===== src/rtl/irq_cascade_ctrl.sv =====
module irq_cascade_ctrl #(
  parameter int NUM_SRC     = 32,
  parameter int SUB_GRPS    = 4,
  parameter int SUB_PER_GRP = 3,
  parameter int SUB_BASE    = 28,
  parameter int DW          = 32,
  parameter int AW          = 4
) (
  input  logic                            clk,
  input  logic                            rst_n,
  input  logic [NUM_SRC-1:0]              src_req,
  input  logic [SUB_GRPS*SUB_PER_GRP-1:0] sub_req,
  input  logic                            bus_we,
  input  logic [AW-1:0]                   bus_addr,
  input  logic [DW-1:0]                   bus_wdata,
  output logic [DW-1:0]                   bus_rdata,
  output logic                            irq_o,
  output logic                            fiq_o
);
  localparam int NSUB = SUB_GRPS * SUB_PER_GRP;
  localparam int LPW  = DW / 2;
  localparam int LVLW = (NUM_SRC + LPW - 1) / LPW;
  localparam int IW   = $clog2(NUM_SRC);

  localparam logic [AW-1:0] A_SUBPEND = AW'(0);
  localparam logic [AW-1:0] A_SUBMASK = AW'(1);
  localparam logic [AW-1:0] A_PEND    = AW'(2);
  localparam logic [AW-1:0] A_MASK    = AW'(3);
  localparam logic [AW-1:0] A_MODE    = AW'(4);
  localparam logic [AW-1:0] A_INSERV  = AW'(5);
  localparam logic [AW-1:0] A_INDEX   = AW'(6);
  localparam int            A_LVL     = 8;

  logic [NSUB-1:0]    subpend_q, submask_q;
  logic [NUM_SRC-1:0] pend_q, mask_q, mode_q, inserv_q;
  logic [IW-1:0]      index_q;
  logic [1:0]         lvl_q [NUM_SRC];

  wire wr_subpend = bus_we && bus_addr == A_SUBPEND;
  wire wr_submask = bus_we && bus_addr == A_SUBMASK;
  wire wr_pend    = bus_we && bus_addr == A_PEND;
  wire wr_mask    = bus_we && bus_addr == A_MASK;
  wire wr_mode    = bus_we && bus_addr == A_MODE;
  wire wr_inserv  = bus_we && bus_addr == A_INSERV;

  wire [NSUB-1:0]    clr_sub  = wr_subpend ? bus_wdata[NSUB-1:0] : '0;
  wire [NUM_SRC-1:0] clr_pend = wr_pend ? bus_wdata[NUM_SRC-1:0] : '0;
  wire [NUM_SRC-1:0] clr_ins  = wr_inserv ? bus_wdata[NUM_SRC-1:0] : '0;
  wire [NUM_SRC-1:0] ins_left = inserv_q & ~clr_ins;
  wire [NUM_SRC-1:0] cand     = pend_q & ~mask_q & ~mode_q;

  logic [NUM_SRC-1:0] sub_fold;
  always_comb begin
    sub_fold = '0;
    for (int g = 0; g < SUB_GRPS; g++)
      sub_fold[SUB_BASE+g] = |(subpend_q[g*SUB_PER_GRP +: SUB_PER_GRP] &
                              ~submask_q[g*SUB_PER_GRP +: SUB_PER_GRP]);
  end

  logic          win_found;
  logic [IW-1:0] win_idx;
  logic [1:0]    win_lvl;
  always_comb begin
    win_found = 1'b0;
    win_idx   = '0;
    win_lvl   = '0;
    for (int i = 0; i < NUM_SRC; i++)
      if (cand[i] && (!win_found || lvl_q[i] > win_lvl)) begin
        win_found = 1'b1;
        win_idx   = IW'(i);
        win_lvl   = lvl_q[i];
      end
  end

  always_ff @(posedge clk or negedge rst_n) begin
    if (!rst_n) begin
      subpend_q <= '0;
      submask_q <= '1;
      pend_q    <= '0;
      mask_q    <= '1;
      mode_q    <= '0;
      inserv_q  <= '0;
      index_q   <= '0;
      for (int i = 0; i < NUM_SRC; i++) lvl_q[i] <= '0;
    end else begin
      subpend_q <= (subpend_q | sub_req) & ~clr_sub;
      pend_q    <= (pend_q | src_req | sub_fold) & ~clr_pend;
      if (wr_submask) submask_q <= bus_wdata[NSUB-1:0];
      if (wr_mask)    mask_q    <= bus_wdata[NUM_SRC-1:0];
      if (wr_mode && $countones(bus_wdata[NUM_SRC-1:0]) <= 1)
        mode_q <= bus_wdata[NUM_SRC-1:0];
      for (int i = 0; i < NUM_SRC; i++)
        if (bus_we && bus_addr == AW'(A_LVL + i / LPW))
          lvl_q[i] <= bus_wdata[2*(i%LPW) +: 2];
      if (inserv_q == '0) begin
        if (win_found) begin
          inserv_q <= NUM_SRC'(1) << win_idx;
          index_q  <= win_idx;
        end
      end else begin
        inserv_q <= ins_left;
        if (ins_left == '0) index_q <= '0;
      end
    end
  end

  assign irq_o = |inserv_q;
  assign fiq_o = |(pend_q & ~mask_q & mode_q);

  always_comb begin
    bus_rdata = '0;
    case (bus_addr)
      A_SUBPEND: bus_rdata = DW'(subpend_q);
      A_SUBMASK: bus_rdata = DW'(submask_q);
      A_PEND:    bus_rdata = DW'(pend_q);
      A_MASK:    bus_rdata = DW'(mask_q);
      A_MODE:    bus_rdata = DW'(mode_q);
      A_INSERV:  bus_rdata = DW'(inserv_q);
      A_INDEX:   bus_rdata = DW'(index_q);
      default:
        for (int i = 0; i < NUM_SRC; i++)
          if (bus_addr == AW'(A_LVL + i / LPW))
            bus_rdata[2*(i%LPW) +: 2] = lvl_q[i];
    endcase
  end

  a_r5_mode_single: assert property (@(posedge clk) disable iff (!rst_n)
    $onehot0(mode_q));

  a_r7_one_in_service: assert property (@(posedge clk) disable iff (!rst_n)
    $onehot0(inserv_q));

  a_r8_hold_in_service: assert property (@(posedge clk) disable iff (!rst_n)
    (inserv_q != '0 && !wr_inserv) |=> ($stable(inserv_q) && $stable(index_q)));

  a_r9_index_idle_zero: assert property (@(posedge clk) disable iff (!rst_n)
    (inserv_q == '0) |-> (index_q == '0));

  a_r6_irq_has_cause: assert property (@(posedge clk) disable iff (!rst_n)
    $rose(irq_o) |-> $past(cand != '0));

  a_r4_pend_sticky: assert property (@(posedge clk) disable iff (!rst_n)
    !wr_pend |=> ((pend_q & $past(pend_q)) == $past(pend_q)));
endmodule


===== config.mk =====
export PLATFORM = sky130hd
export DESIGN_NAME = irq_cascade_ctrl
export DESIGN_NICKNAME = d
export VERILOG_FILES = /design/src/rtl/irq_cascade_ctrl.sv
export SDC_FILE = /design/constraint.sdc
export NUM_CORES = 1
export LEC_CHECK = 0
export ABC_AREA = 1
export BUFFER_PORTS_ARGS = -buffer_cell sky130_fd_sc_hd__buf_2
export CORE_MARGIN = 2
export CORE_UTILIZATION = 55
export CTS_CLUSTER_DIAMETER = 60
export CTS_CLUSTER_SIZE = 10
export DETAILED_ROUTE_END_ITERATION = 6
export PLACE_DENSITY = 0.77
export SETUP_SLACK_MARGIN = 0.15
export SYNTH_ARGS = -nofsm -noshare
export SYNTH_HDL_FRONTEND = slang
export SYNTH_SLANG_ARGS = --single-unit
export TNS_END_PERCENT = 1

===== constraint.sdc =====
create_clock -name clk -period 31.4 [get_ports clk]
set_input_delay 1.57 -clock clk [delete_from_list [all_inputs] [get_ports clk]]
set_output_delay 1.57 -clock clk [all_outputs]
set_load 0.01 [all_outputs]

==> flow_summary.ini, run 1 <==
[yosys]
synth_ff_type = dfrtp_1
yosysSeqAreaShare_pct = 39.62
async_flop_share_pct = 100.0
ys_types = 52
netlist_area_um2 = 14100
ys_ff_latch = 221
synth.top_cell.area_share_pct = 31.42
synthCells = 1800
synth_top_area_cell = dfrtp_1
syn-mean-instance-area_um2 = 7.833
synth_area_leaders = dfrtp_1 31%, inv_1 8.4%, o21ai_0 8.3%
yosys_warnings = 0
synth_edf_count = 0
syn-num-nets = 1950

[setup_path]
worstReg2RegStart = pend_q[0]$_DFF_PN0_
worst_path_max_delay_cell = dfrtp_1
path_max_fanout = 6
crit_top_cell = nand2_2
cp_slowest_stage_delay_ns = 0.37
cp_num_buf_inv = 17
crit_path_end_kind = flip-flop
path_class = reg2reg
start_kind = flip-flop
r2r-end = inserv_q[26]$_DFFE_PN0P_
crit_required_ns = 31.89
ff2ff_setup_slack_ns = 0.84
r2r_cells = 226
cp_top_family = simple AND/OR/NAND/NOR gates
cp.arrival_ns = 31.05

[clock_tree]
cts.sinks = 221
clockBufferDepth = 3
cts_root_buf = clkbuf_16
clk_pin_slew_worst_paths_ns = 0.06
cts-buffers-inserted = 29
cts.hold.buffers_added = 0
h-tree-depth = 1
clk-insertion-delay-late_ns = 0.56
tritoncts = done

[cells_and_area]
final_cell_mix = 313 x inv_1, 260 x nand2_1, 177 x dfrtp_1
layout_commonest_cell = inv_1
diodes = 0
syn_to_final_growth_pct = 24.15
drive_gt1_share_pct = 28.35
nets = 2155
fill_cells = 2038
layoutNonFillerInstCount = 2358
design_area_um2 = 17500

[global_route]
track_usage_pct = 38.11
use_met1_pct = 51.86
grt_pass1_vias = 13510
antenna_found_initial = 1
grt_start_max_net_pins = 86
grt_busiest_layer = met2
grt_pass1_wl_mm = 77.54
use_met2_pct = 59.41
grt_remaining_overflow = 0
grt_util_met3_pct = 10.51

[worst_hold_path]
hold-path-cell-count = 2
min-delay-start = lvl_q[52]$_DFFE_PN0P_
min_to = lvl_q[52]$_DFFE_PN0P_
hold_path.class = reg2reg

[die]
die_area_um2 = 26930
chipHeight_um = 164.1
start_util_pct = 55.99
die_w_um = 164.1
num_rows = 58
ios = 117
core_um2 = 25180

[timing]
timing_hold_violations_final = 0
fin_skew_ns = 0.01191
max_freq_mhz = 32.73
fin_crit_sh_pct = 97.31
final-setup-viol-count = 0
relSlewSlack_pct = 16.29
final_max_slew_viol_count = 0
tightest_slew_ns = 1.251
layout_min_cycle_time_ns = 30.56

[job]
maxCapViolations = 0

[routing]
ant_nets = 0
vias = 14720
first_iter_violations = 1826
drc = 0
avgViaCountPerCell = 6.243
first_pass_iters = 5
drt-total-wl_mm = 52.86
avgRoutedWirePerCell_um = 22.42

[placed_design]
gp_congestion = 1.002
dp.cells = 2274
numPortBuffers = 116
dpl_cell_area_um2 = 15510
hpwl_mm = 38.02

[status]
status = finished clean
## cell families after synthesis
logic type	count (synthesis)	share of synthesized area [%]
buf+inv	376	10.13
compound gates	456	19.28
fa+ha+maj	67	7.224
flops	221	39.62
simple gates	680	23.75
## how the worst max path moves through the flow
stage | slack [ns] | start | end | depth (start not counted)
5_1_grt | -0.95 | pend_q[0]$_DFF_PN0_ | inserv_q[3]$_DFFE_PN0P_ | 225
2_1_floorplan | 0.77 | mask_q[0]$_DFFE_PN1P_ | inserv_q[3]$_DFFE_PN0P_ | 212
6_report | 0.84 | pend_q[0]$_DFF_PN0_ | inserv_q[26]$_DFFE_PN0P_ | 226
3_3_place_gp | -1.03 | pend_q[0]$_DFF_PN0_ | inserv_q[29]$_DFFE_PN0P_ | 210
4_1_cts | 0.16 | pend_q[0]$_DFF_PN0_ | inserv_q[12]$_DFFE_PN0P_ | 224
3_5_place_dp | -2.66 | pend_q[0]$_DFF_PN0_ | inserv_q[24]$_DFFE_PN0P_ | 210
## per-layer routing
metal	share of wire [%]	wire length, um	up-vias
li1	-	-	6459
met1	39	20510	7054
met2	45	23710	980
met3	12	6440	229
met4	4.2	2198	0
met5	0	0	-
## metrics by stage
stage | worst slack (ns) | TNS (ns) | utilization [%] | hold WS [ns]
finish | 0.8438 | 0 | 69.51 | 0.4821
global route | -0.9519 | -32.19 | 69.51 | 0.5064
CTS | 0.1564 | 0 | 65.65 | 0.4873
detailed placement | -2.662 | -90.71 | 61.58 | 0.4730
global placement | -1.032 | -29.90 | 61.58 | 0.4656
floorplan | 0.7653 | 0 | - | 0.4530
## tightest hold or removal path: cells and delay by family, from the launching register on
| kind | cells | cell delay, ns |
|---|---|---|
| DFF | 1 | 0.34 |
| AOI/OAI and AO/OA | 1 | 0.05 |
| and+or+nand+nor | 1 | 0.05 |
## layout make-up
cell class | instances | area, um2 | area share (%)
Clock buffer | 46 | 819.5 | 4.682
Timing Repair Buffer | 226 | 1436 | 8.206
Clock inverter | 8 | 151.4 | 0.8650
Tap cell | 330 | 412.9 | 2.359
Inverter | 324 | 1229 | 7.020
Sequential cell | 221 | 5585 | 31.91
Multi-Input combinational cell | 1203 | 7869 | 44.96
## synthesized netlist by cell type, types with 2 or more instances
cell and count:
nand3_1 74, inv_2 7, o211ai_1 6, fa_1 24, a21oi_1 42, o221ai_1 18, nor4_1 17, o21ai_0 235
clkinv_1 2, nor2_1 84, nor2_4 2, a221oi_1 37, o21ai_1 16, nand3_2 20, nand4_1 11, nand2_1 300
dfstp_2 44, a22oi_1 4, or2_2 9, o22ai_1 58, clkbuf_1 48, nand2_2 76, o21bai_1 10, o31ai_1 6
nor4b_1 2, o32ai_1 3, o2111ai_1 12, buf_4 4, a211oi_1 2, dfrtp_1 177, nor3_1 57, nand2_4 12
inv_1 314, nor2_2 4, nand3b_1 3, o311ai_0 2, ha_1 43
## sequential cells by signal, summed over array words and instances (netlist names)
| register | count |
|---|---|
| lvl_q | 64 |
| inserv_q | 32 |
| mask_q | 32 |
| mode_q | 32 |
| pend_q | 32 |
| submask_q | 12 |
| subpend_q | 12 |
| index_q | 5 |
## repair_timing
item,CTS,global route
buffers inserted,1,29
gates resized for setup,47,178
pin swaps,3,104
cloned,0,0
endpoints found under the setup margin,37,37
Power of run 1 is left out: the tool's default activity adds up to more than one toggle a clock period on the data nets, which glitch-free logic cannot reach.
==> run 2, diff against run 1 <==
Settings changed: CORE_UTILIZATION 55 to 40, PLACE_DENSITY 0.77 to 0.57.
Clock period 31.4 ns to 34.6 ns, I/O delays scaled along.
==> flow_summary.ini, run 2 (synthesis results as in run 1) <==
[status]
status = finished, violations left
violations = design-rule violations

[die]
die_w_um = 191.7
chipHeight_um = 191.7
start_util_pct = 40.71
ios = 117
num_rows = 68
die_area_um2 = 36760
core_um2 = 34630

[timing]
final_max_slew_viol_count = 0
layout_min_cycle_time_ns = 31.74
rsz0062_at_grt = no
fin_crit_sh_pct = 91.75
final-setup-viol-count = 0
max_freq_mhz = 31.50
relSlewSlack_pct = 10.05
fin_skew_ns = 0.03230
tightest_slew_ns = 1.332
timing_hold_violations_final = 0
tns_ns = 0

[global_route]
grt_pass1_wl_mm = 79.88
antenna_found_initial = 0
grt_pass1_vias = 12970
grt_start_max_net_pins = 82
grt_remaining_overflow = 0
track_usage_pct = 29.53

[placed_design]
numPortBuffers = 116
gp_congestion = 0.9915
hpwl_mm = 40.94

[worst_hold_path]
hold_path.class = reg2reg

[clock_tree]
cts-buffers-inserted = 31
cts.hold.buffers_added = 0
clk_pin_slew_worst_paths_ns = 0.06
tritoncts = done
h-tree-depth = 1
cts.sinks = 221
clk-insertion-delay-late_ns = 0.60
cts_root_buf = clkbuf_16
clockBufferDepth = 3

[routing]
avgRoutedWirePerCell_um = 22.43
vias = 13550
avgViaCountPerCell = 5.658
drc = 4
first_iter_violations = 1337
drt-total-wl_mm = 53.71
ant_nets = 0
first_pass_iters = 7

[setup_path]
path_class = reg2reg
crit_top_cell = nand2_2
worst_path_max_delay_cell = dfrtp_1
cp.arrival_ns = 32.28
cp_slowest_stage_delay_ns = 0.37
cp_top_family = simple AND/OR/NAND/NOR gates
crit_required_ns = 35.14
crit_path_end_kind = flip-flop
path_max_fanout = 9
cp_num_buf_inv = 20
start_kind = flip-flop

[cells_and_area]
drive_gt1_share_pct = 20.42
syn_to_final_growth_pct = 15.49
final_cell_mix = 313 x inv_1, 294 x nand2_1, 192 x o21ai_0
largest-register = lvl_q
layout_commonest_cell = inv_1
diodes = 0
nets = 2065
largest_reg_flops = 64

[job]
maxCapViolations = 0
[run 2: layer usage]
layer	global-route usage (%)	up-vias	routed length [um]
met4	9.822	0	1913
met5	0	-	0
met1	40.87	6556	23130
met2	45.39	586	23570
li1	-	6297	-
met3	6.980	106	5096
[run 2: final cells by class]
type                            count  area (um2)
Multi-Input combinational cell   1203        7211
Fill cell                        3502       18350
Sequential cell                   221        5585
Timing Repair Buffer              134       725.7
Clock inverter                     11       117.6
Inverter                          324        1221
Clock buffer                       46       852.1
Tap cell                          455       569.3
[run 2: per-stage QoR]
stage / cells / instance area, um2 / hold slack, ns / util (%) / setup WS [ns]
floorplan: 1800 / 14100 / 0.4530 / - / 3.965
global placement: 2335 / 15180 / 0.4649 / 43.84 / 1.080
detailed placement: 2335 / 15180 / 0.4735 / 43.84 / -0.5005
CTS: 2392 / 16150 / 0.4877 / 46.64 / 0.1825
global route: 2394 / 16280 / 0.5033 / 47.02 / 0.02161
finish: 2394 / 16280 / 0.4825 / 47.02 / 2.856
[run 2: final timing paths]
kind	start	endpoint	slack, ns	depth (start not counted)
hold reg to reg	lvl_q[10]$_DFFE_PN0P_	lvl_q[10]$_DFFE_PN0P_	0.48	2
max in group asynchronous	rst_n	lvl_q[11]$_DFFE_PN0P_	32.00	2
setup reg to reg	pend_q[0]$_DFF_PN0_	inserv_q[11]$_DFFE_PN0P_	2.86	238
hold / removal	lvl_q[10]$_DFFE_PN0P_	lvl_q[10]$_DFFE_PN0P_	0.48	2
min in group asynchronous	rst_n	subpend_q[2]$_DFF_PN0_	1.11	1
setup / recovery	pend_q[0]$_DFF_PN0_	inserv_q[11]$_DFFE_PN0P_	2.86	238
[run 2: worst reg2reg max path, delay by kind of cell (launching register included)]
family / cells / cell delay [ns]
and+or+nand+nor: 133 / 15.15
AOI/OAI and AO/OA: 54 / 5.94
buffers and inverters: 20 / 1.48
DFF: 1 / 0.37
adders and majority gates: 31 / 8.65
[run 2: what timing repair did]
action / 4_1_cts / 5_1_grt
setup endpoints to repair: 35 / 37
setup buffers: 0 / 2
pin swaps: 0 / 3
gates resized for setup: 8 / 68
Power of run 2 is left out for the same reason.
